## src/rtl/spi_host_pkg.sv

```systemverilog
package spi_host_pkg;
  localparam int CFG_W   = 17;
  localparam int SEL_W   = 4;
  localparam int DIV_W   = 3;
  localparam int POS_GO  = 16;
  localparam logic [CFG_W-1:0] CFG_RESET = 17'h07C09;

  typedef struct packed {
    logic             man_start;
    logic             man_sel;
    logic [SEL_W-1:0] sel_field;
    logic             decoded;
    logic [DIV_W-1:0] div;
    logic             cpha;
    logic             cpol;
    logic             host_on;
  } host_cfg_t;

  function automatic host_cfg_t cfg_unpack(input logic [CFG_W-1:0] w);
    host_cfg_t c;
    c.host_on   = w[0];
    c.cpol      = w[1];
    c.cpha      = w[2];
    c.div       = w[5:3];
    c.decoded   = w[9];
    c.sel_field = w[13:10];
    c.man_sel   = w[14];
    c.man_start = w[15];
    return c;
  endfunction

  // effective divisor exponent: zero is promoted to one
  function automatic logic [DIV_W-1:0] div_eff(input logic [DIV_W-1:0] n);
    return (n == '0) ? DIV_W'(1) : n;
  endfunction

  // one-hot mode refuses patterns that would select two slaves at once
  function automatic logic [SEL_W-1:0] sel_map(input logic [SEL_W-1:0] f,
                                               input logic dec);
    if (dec) return f;
    return ($countones(~f) <= 1) ? f : '1;
  endfunction
endpackage

```

## src/rtl/spi_baud_gen.sv

```systemverilog
module spi_baud_gen #(
  parameter int DIV_W = 3
) (
  input  logic             clk,
  input  logic             rst_n,
  input  logic             run,
  input  logic [DIV_W-1:0] n,
  output logic             tick
);
  localparam int CNT_W = 1 << DIV_W;

  logic [CNT_W-1:0] cnt;
  logic [CNT_W-1:0] half_m1;

  assign half_m1 = (CNT_W'(1) << n) - CNT_W'(1);
  assign tick    = run && (cnt == half_m1);

  always_ff @(posedge clk or negedge rst_n) begin
    if (!rst_n)             cnt <= '0;
    else if (!run || tick)  cnt <= '0;
    else                    cnt <= cnt + CNT_W'(1);
  end

  a_r2_count_in_range: assert property (@(posedge clk) disable iff (!rst_n)
    run |-> cnt <= half_m1);
  a_r2_idle_counter: assert property (@(posedge clk) disable iff (!rst_n)
    !run |=> cnt == '0);
endmodule

```

## src/rtl/spi_shift_core.sv

```systemverilog
module spi_shift_core #(
  parameter int WORD_W = 8
) (
  input  logic              clk,
  input  logic              rst_n,
  input  logic              start,
  input  logic              abort,
  input  logic [WORD_W-1:0] tx_word,
  input  logic              cpha,
  input  logic              tick,
  input  logic              miso,
  output logic              active,
  output logic              lvl,
  output logic              mosi,
  output logic              done,
  output logic [WORD_W-1:0] rx_word
);
  localparam int EDGES = 2 * WORD_W;
  localparam int EW    = $clog2(EDGES);

  logic [EW-1:0]     k;
  logic [WORD_W-1:0] tsh, rsh, rx_nx;
  logic              leading, sample_now, launch_now, last_edge;

  assign leading    = ~k[0];
  assign sample_now = tick && (leading ^ cpha);
  assign launch_now = tick && !(leading ^ cpha) && !(cpha && k == '0);
  assign last_edge  = tick && (k == EW'(EDGES - 1));
  assign rx_nx      = sample_now ? {rsh[WORD_W-2:0], miso} : rsh;
  assign mosi       = tsh[WORD_W-1];

  always_ff @(posedge clk or negedge rst_n) begin
    if (!rst_n) begin
      active <= 1'b0; lvl <= 1'b0; k <= '0;
      tsh <= '0; rsh <= '0; done <= 1'b0; rx_word <= '0;
    end else begin
      done <= 1'b0;
      if (abort) begin
        active <= 1'b0; lvl <= 1'b0; k <= '0;
      end else if (start && !active) begin
        active <= 1'b1; lvl <= 1'b0; k <= '0; tsh <= tx_word;
      end else if (active && tick) begin
        lvl <= ~lvl;
        k   <= k + EW'(1);
        rsh <= rx_nx;
        if (launch_now) tsh <= tsh << 1;
        if (last_edge) begin
          active  <= 1'b0;
          done    <= 1'b1;
          rx_word <= rx_nx;
          k       <= '0;
        end
      end
    end
  end

  a_r4_done_closes_word: assert property (@(posedge clk) disable iff (!rst_n)
    done |-> !active && !lvl);
  a_r3_mosi_steady_on_sample: assert property (@(posedge clk) disable iff (!rst_n)
    (active && sample_now && !abort) |=> $stable(mosi));
endmodule

```

## src/rtl/spi_host_engine.sv

```systemverilog
module spi_host_engine
  import spi_host_pkg::*;
#(
  parameter int WORD_W = 8
) (
  input  logic              clk,
  input  logic              rst_n,
  input  logic              en,
  input  logic              cfg_wr,
  input  logic [CFG_W-1:0]  cfg_wdata,
  input  logic              tx_valid,
  input  logic [WORD_W-1:0] tx_data,
  output logic              tx_ready,
  output logic              rx_valid,
  output logic [WORD_W-1:0] rx_data,
  output logic              busy,
  output logic              sclk,
  output logic              mosi,
  input  logic              miso,
  output logic [SEL_W-1:0]  ss_n
);
  host_cfg_t        c;
  logic             mode_cpol, mode_cpha, pend;
  logic [DIV_W-1:0] div_run;
  logic             engine_on, permit, start_evt, tick, lvl;

  assign engine_on = en && c.host_on;
  assign permit    = !c.man_start || pend;
  assign tx_ready  = engine_on && !busy && permit;
  assign start_evt = tx_valid && tx_ready;
  assign sclk      = mode_cpol ^ lvl;
  assign ss_n      = (c.man_sel || busy) ? sel_map(c.sel_field, c.decoded) : '1;

  always_ff @(posedge clk or negedge rst_n) begin
    if (!rst_n) begin
      c         <= cfg_unpack(CFG_RESET);
      mode_cpol <= 1'b0;
      mode_cpha <= 1'b0;
      pend      <= 1'b0;
      div_run   <= DIV_W'(1);
    end else begin
      if (cfg_wr) c <= cfg_unpack(cfg_wdata);
      if (!en) begin
        mode_cpol <= c.cpol;
        mode_cpha <= c.cpha;
      end
      if (cfg_wr && cfg_wdata[POS_GO]) pend <= 1'b1;
      else if (start_evt)              pend <= 1'b0;
      if (start_evt) div_run <= div_eff(c.div);
    end
  end

  spi_baud_gen #(.DIV_W(DIV_W)) u_baud (
    .clk(clk), .rst_n(rst_n), .run(busy), .n(div_run), .tick(tick)
  );

  spi_shift_core #(.WORD_W(WORD_W)) u_core (
    .clk(clk), .rst_n(rst_n), .start(start_evt), .abort(!engine_on),
    .tx_word(tx_data), .cpha(mode_cpha), .tick(tick), .miso(miso),
    .active(busy), .lvl(lvl), .mosi(mosi), .done(rx_valid), .rx_word(rx_data)
  );

  a_r5_mode_frozen: assert property (@(posedge clk) disable iff (!rst_n)
    (en && $past(en)) |-> ($stable(mode_cpol) && $stable(mode_cpha)));
  a_r3_idle_level: assert property (@(posedge clk) disable iff (!rst_n)
    !busy |-> sclk == mode_cpol);
  a_r6_single_select: assert property (@(posedge clk) disable iff (!rst_n)
    !c.decoded |-> $countones(~ss_n) <= 1);
  a_r8_auto_release: assert property (@(posedge clk) disable iff (!rst_n)
    (!c.man_sel && !busy) |-> ss_n == '1);
  a_r11_abort: assert property (@(posedge clk) disable iff (!rst_n)
    !engine_on |=> !busy && !rx_valid);
  a_r4_pulse: assert property (@(posedge clk) disable iff (!rst_n)
    rx_valid |=> !rx_valid);
  a_r10_one_word: assert property (@(posedge clk) disable iff (!rst_n)
    (start_evt && c.man_start && !(cfg_wr && cfg_wdata[POS_GO])) |=> !pend);
endmodule

```

## config.mk

```make
export PLATFORM = sky130hd
export DESIGN_NAME = spi_host_engine
export DESIGN_NICKNAME = d
export VERILOG_FILES = /design/src/rtl/spi_host_pkg.sv /design/src/rtl/spi_baud_gen.sv /design/src/rtl/spi_shift_core.sv /design/src/rtl/spi_host_engine.sv
export SDC_FILE = /design/constraint.sdc
export NUM_CORES = 1
export LEC_CHECK = 0
export BUFFER_PORTS_ARGS = -buffer_cell sky130_fd_sc_hd__buf_2
export CAP_MARGIN = 20
export CORE_MARGIN = 5
export CORE_UTILIZATION = 50
export CTS_BUF_LIST = sky130_fd_sc_hd__clkbuf_16
export DETAILED_ROUTE_END_ITERATION = 8
export PLACE_DENSITY = 0.72
export SYNTH_ARGS = -nofsm -noshare
export SYNTH_HDL_FRONTEND = slang
export SYNTH_SLANG_ARGS = --single-unit
```

## constraint.sdc

```tcl
create_clock -name clk -period 3.05 [get_ports clk]
set_clock_uncertainty 0.05 [all_clocks]
set_input_delay 0.61 -clock clk [delete_from_list [all_inputs] [get_ports clk]]
set_output_delay 0.61 -clock clk [all_outputs]
set_load 0.02 [all_outputs]
```

==> results.toml, run 1 <==
[outcome]
status = "complete, no violations"

[logic_synthesis]
synth_edf_count = 0
ys_ff_latch = 58
ys_warn_count = 0
yosysSeqAreaShare = 0.5078
netlist_instances = 262
mappedNetlistNets = 298
netlist_area_um2 = 2878
async_reset_ff_frac = 1.000
syn_avg_cell_area_um2 = 10.98
synth_cell_types = 46
synthFlopType = "dfrtp_1"

[setup_path]
crit_cells = 9
worst_path_max_delay_cell = "dfstp_2"
required_ps = 3210
crit_chain = "inv_1 > nand2_1 > ha_2 > xnor2_1 > nor4_1 > o221ai_2 > a311oi_4 > nand2_4 > mux2_4"
worstPathMaxFanout = 9
crit_arrival_ps = 2950
path_delay_family = "compound AO/OA/AOI/OAI gates"
reg2reg_depth = 9
worstSetupPathType = "reg2reg"
slowest_delay_ps = 590
reg2reg_slack_ps = 260
regToRegStartpoint = "div_run[0]"
cp-endpoint = "u_core.rx_word[0]"
critical_path.startpoint = "div_run[0]"
start_kind = "register"
r2r-end = "u_core.rx_word[0]"
critPathCaptureType = "register"
cp_num_buf_inv = 1

[clock_network]
clockBufferDepth = 2
cts_tree = "built"
clkTransAtPathRegs_ps = 50
ctsHtreeMaxLevel = 3
insertion_delay_ps = 320
cts.sinks = 58
cts_buffers = 9
root_buffer = "clkbuf_16"

[final_layout]
nets = 349
area_growth_pct = 20.39
fin_area_um2 = 3465
antenna_cells = 0
drive_above_1_share = 0.3711
fin_util = 0.6253
final_cells = 390

[drt]
route.detailed.drc = 0
via_count = 2090
ant_nets = 0
wl_mm = 5.445
routed_via_density = 5.359
drtIter0Drc = 123
wl_per_cell_um = 13.96
first_pass_iters = 4

[global_routing]
grt_antenna_before_repair = 0
grt_pass1_vias = 2101
grt_pass1_wl_mm = 9.632
grt-ovfl-total = 0
grt_max_degree = 34
track_usage = 0.1655

[floorplanning]
die_w_um = 85.87
rows = 27
start_util = 0.5194
io_pins = 48
core-area_um2 = 5540
die_h_um = 85.87
die_area_um2 = 7373

[job]
maxCapViolCount = 0

[place]
dp_hpwl_mm = 3.840
dp.cells = 374
place_congestion = 0.7474
placed_area_um2 = 3198
io_buffer_count = 44

[sta]
maxSlewHeadroom = 0.5843
fmax_mhz = 357.9
fin_tns_setup_ps = 0
tightestPinTransition_ps = 613.9
hold_viol_final = 0
fin_crit_ps = 2794
drv_slew = 0
hold_ws_ps = 247.9
rsz0062_at_grt = "false"
setup_viol = 0
period_share = 0.9162

[hold_path]
hp-class = "in2async"

[power_and_ir_drop]
worst_ir_drop_vdd_uv = 355.3
p_leak_nw = 1.635
powerDensity_nw_per_um2 = 628.3
## worst register-to-register path: cells and delay by family, from the launching register on
family	cells	cell delay (ps)
simple gates	3	540
compound gates	2	680
fa+ha+maj	1	260
flops	1	590
mux	1	330
xor+xnor	1	120
buf+inv	1	100
## placed cells by master, fill, tap and decap left out, drive strengths merged, types with 5 or more instances in the layout
cell    netlist  routed
nand3        11      11
xnor2         9       9
and3          5       5
inv           9      10
nor2         18      18
a21oi         7       7
o211ai        7       7
nand2b        7       7
o21ai         6       6
nand2        37      37
mux2         39      39
dfrtp        50      50
clkbuf        6       9
dfstp         8       8
buf           4      50
## registers in the layout (all words and copies together), names as in the netlist
signal	count
c	13
div_run	3
mode_cpha	1
mode_cpol	1
pend	1
u_baud.cnt	8
u_core.active	1
u_core.done	1
u_core.k	4
u_core.lvl	1
u_core.rsh	8
u_core.rx_word	8
u_core.tsh	8
## cell usage after synthesis, types with 4 or more instances
library cell | count | area, µm²
a21oi_1 | 7 | 35.03
and3_1 | 5 | 31.28
clkbuf_1 | 6 | 22.52
dfrtp_1 | 50 | 1251
dfstp_2 | 8 | 210.2
ha_1 | 4 | 50.05
inv_1 | 9 | 33.78
mux2_2 | 38 | 427.9
nand2_1 | 36 | 135.1
nand2b_1 | 7 | 43.79
nand3_1 | 11 | 55.05
nor2_1 | 18 | 67.56
o211ai_1 | 7 | 52.55
o21ai_0 | 5 | 25.02
xnor2_1 | 9 | 78.83
## logic make-up after synthesis
kind of cell / Yosys count / synth area share
compound gates: 34 / 0.08826
simple gates: 95 / 0.1604
fa+ha+maj: 5 / 0.02435
buf+inv: 19 / 0.02826
flops: 58 / 0.5078
mux: 40 / 0.1574
xor+xnor: 11 / 0.03348
## per-stage QoR
stage	setup WS, ps	power (mW)
after floorplan	270.8	1.204
after global placement	335.8	1.297
after detailed placement	189.2	1.317
after CTS	184.5	2.197
after global routing	71.40	2.303
final	255.6	2.177
## per-layer routing
| layer | GRT usage | up-vias | share of wire |
|---|---|---|---|
| met5 | 0 | - | 0 |
| met4 | 0.08345 | 0 | 0.0084 |
| met3 | 0.04995 | 6 | 0.072 |
| met2 | 0.2523 | 62 | 0.47 |
| met1 | 0.2128 | 995 | 0.45 |
| li1 | - | 1027 | - |
## power by group
group          switching, mW  internal [mW]
logic                  0.233          0.177
registers             0.0485          0.850
clock network          0.330          0.537
total                  0.612           1.56
## layout make-up
class                      instances  area [µm²]
tap                               72       90.09
multi-input combinational        185        1339
timing repair buffer              50       277.8
clock buffer                       9       225.2
clock inverter                     7       37.54
fill                             471        2076
sequential                        58        1461
inverter                           9       33.78
## worst min path at each step
stage                             end  slack (ps)  depth (start not counted)
floorplan                       c[12]         260                          0
global placement           div_run[1]         430                          2
detailed placement  u_core.rx_word[3]         440                          1
CTS                       u_core.k[3]         260                          1
global route              u_core.k[3]         290                          1
finish                    u_core.k[3]         250                          1
## repair_timing
action | 4_1_cts | 5_1_grt
setup endpoints to repair | 0 | 12
setup buffers | 0 | 0
hold buffers | 0 | 0
resized for setup | 0 | 2
(Power assumes the default switching activity.)
==> run 2: changes to the inputs <==
--- a/config.mk
+++ b/config.mk
@@ -14,4 +14,5 @@
 export PLACE_DENSITY = 0.72
 export SYNTH_ARGS = -nofsm -noshare
 export SYNTH_HDL_FRONTEND = slang
+export SYNTH_HIERARCHICAL = 1
 export SYNTH_SLANG_ARGS = --single-unit
==> run 2 against run 1 <==
- via count down 6.9%
- count of clock-buffer cells in the layout unchanged
- wire length grew 0.22%
- critical path depth shrank 1
- core utilization is 0.49 points lower
- setup slack gained 170 ps
- sequential cell count unchanged
- largest power group unchanged
- final cell count decreased by 5.4%
- synthesized cell count fell by 8.8%
==> results.toml, run 2 <==
[outcome]
status = "complete, no violations"

[power_and_ir_drop]
p_leak_nw = 1.672
worst_ir_drop_vdd_uv = 423.6
power_mw = 2.034
powerDensity_nw_per_um2 = 584.5

[logic_synthesis]
synthFlopType = "dfrtp_1"
synth_edf_count = 0
mappedNetlistNets = 274
ys_top_cells_by_count = "50 x dfrtp_1, 40 x mux2_2, 16 x nor2_1"
netlist_instances = 239
synth_area_leaders = "dfrtp_1 43%, mux2_2 15%, dfstp_2 7.2%, mux2i_1 2.7%, a311oi_1 2.1%"
syn_avg_cell_area_um2 = 12.22
yosysSeqAreaShare = 0.5002
yosys.area.top_type = "dfrtp_1"
netlist_area_um2 = 2922
synth_most_common_cell = "dfrtp_1"
synth_cell_types = 48
netlist.area_leader.share = 0.4283
ys_ff_latch = 58
async_reset_ff_frac = 1.000
ys_warn_count = 6

[clock_network]
root_buffer = "clkbuf_16"
cts_setup_buffers = 0
ctsHtreeMaxLevel = 3
clockBufferDepth = 2
cts_buffers = 9
cts_tree = "built"
cts.sinks = 58
postCtsHoldBufs = 0
insertion_delay_ps = 320
clkTransAtPathRegs_ps = 50
post_cts_resized = 0

[drt]
via_count = 1946
routed_via_density = 5.274
drtIter0Drc = 40
first_pass_iters = 4
wl_mm = 5.457
wl_per_cell_um = 14.79
ant_nets = 0
route.detailed.drc = 0

[final_layout]
drive_above_1_share = 0.4209
fin_util = 0.6205
top_register = "c"
antenna_cells = 0
largest_register_ffs = 13
nets = 327
fillers = 482
area_growth_pct = 19.10
final_cell_mix = "50 x dfrtp_1, 44 x buf_2, 40 x mux2_2"
layout_commonest_cell = "dfrtp_1"

[global_routing]
grt_pass1_vias = 2017
track_usage = 0.1639
grt_max_degree = 41
grt-ovfl-total = 0
grt_pass1_wl_mm = 9.446
grt_antenna_before_repair = 0

[sta]
drv_slew = 0
setup_viol = 0
fin_tns_setup_ps = 0
period_share = 0.8614
fin_crit_ps = 2627
rsz0062_at_grt = "false"
tightestPinTransition_ps = 867.8
timing.final.ws_setup_ps = 422.8
hold_viol_final = 0
fmax_mhz = 380.6
maxSlewHeadroom = 0.4215

[setup_path]
crit_arrival_ps = 2770
critPathCaptureType = "register"
start_kind = "register"
worstSetupPathType = "reg2reg"
required_ps = 3190
worstPathMaxFanout = 8

[floorplanning]
core-area_um2 = 5608
start_util = 0.5210
rows = 27
io_pins = 48
die_w_um = 86.44
die_h_um = 86.44
die_area_um2 = 7472

[hold_path]
hp-class = "in2async"

[place]
place_congestion = 0.7860
pre_cts_ws_ps = 434.8
dp_hpwl_mm = 3.958
io_buffer_count = 44

[job]
maxCapViolCount = 0
==> run 2: cell types whose count changed after synthesis, moves of 4 or more <==
cell      delta
a311oi_1     +7
nand2_1     -28
mux2i_1      +7
xor2_1       +5
clkbuf_1     -4
xnor2_1      -4
a21oi_1      +5
o211ai_1     -7
and3_1       -5
nand3_1      -5
==> run 2: report_power, final <==
group          total [mW]  internal [mW]  leakage, nW  switching [mW]
clock               0.842          0.529        0.134           0.313
sequential          0.911          0.842        0.753          0.0695
combinational       0.281          0.146        0.785           0.135
total                2.03           1.52         1.67           0.517
==> run 2: cell families after synthesis <==
logic type,after synthesis,share of synthesized area
flip-flops,58,0.5002
AND/OR/NAND/NOR,54,0.1084
multiplexers,48,0.1816
AO/OA/AOI/OAI,42,0.1161
buffers and inverters,21,0.03812
XOR/XNOR,12,0.03597
adder cells (fa/ha/maj),4,0.01970
==> run 2: layout make-up <==
class / count / area, µm² / share of cell area
multi-input combinational: 160 / 1349 / 0.3876
inverter: 10 / 37.54 / 0.01079
clock buffer: 9 / 225.2 / 0.06472
timing repair buffer: 53 / 287.8 / 0.08270
clock inverter: 7 / 28.78 / 0.008270
tap: 72 / 90.09 / 0.02589
sequential: 58 / 1461 / 0.4200
==> run 2: stage by stage <==
step | hold slack [ps] | std cells | cell area [µm²]
CTS | 399.1 | 369 | 3480
global route | 451.1 | 369 | 3480
global placement | 423.7 | 353 | 3226
floorplan | 264.4 | 239 | 2922
detailed placement | 443.7 | 353 | 3226
finish | 358.3 | 369 | 3480
==> run 2: worst paths after layout <==
| path | start | end | slack (ps) | cells past startpoint |
|---|---|---|---|---|
| setup / recovery | div_run[0] | u_core/tsh[6] | 420 | 8 |
| hold / removal | rst_n | u_baud/cnt[6] | 360 | 1 |
| setup reg to reg | div_run[0] | u_core/tsh[6] | 420 | 8 |
| hold reg to reg | c[2] | c[2] | 450 | 1 |
| max in group asynchronous | rst_n | u_core/rx_word[6] | 1860 | 2 |
| min in group clk | c[2] | c[2] | 450 | 1 |
==> run 2: critical path, cell delays in order (launching register included) <==
cell       delay (ps)
dfstp_2           600
a21o_2            140
nand3_1           110
a221oi_4          290
and4_1            310
nand2_4           110
a2111oi_4         420
o31ai_4           180
mux2_2            300
==> run 2: per-layer routing <==
| layer | GRT usage | part of all wire | vias to the layer above |
|---|---|---|---|
| li1 | - | - | 963 |
| met1 | 0.2122 | 0.46 | 949 |
| met2 | 0.2552 | 0.50 | 30 |
| met3 | 0.04183 | 0.032 | 4 |
| met4 | 0.08074 | 0.011 | 0 |
| met5 | 0 | 0 | - |
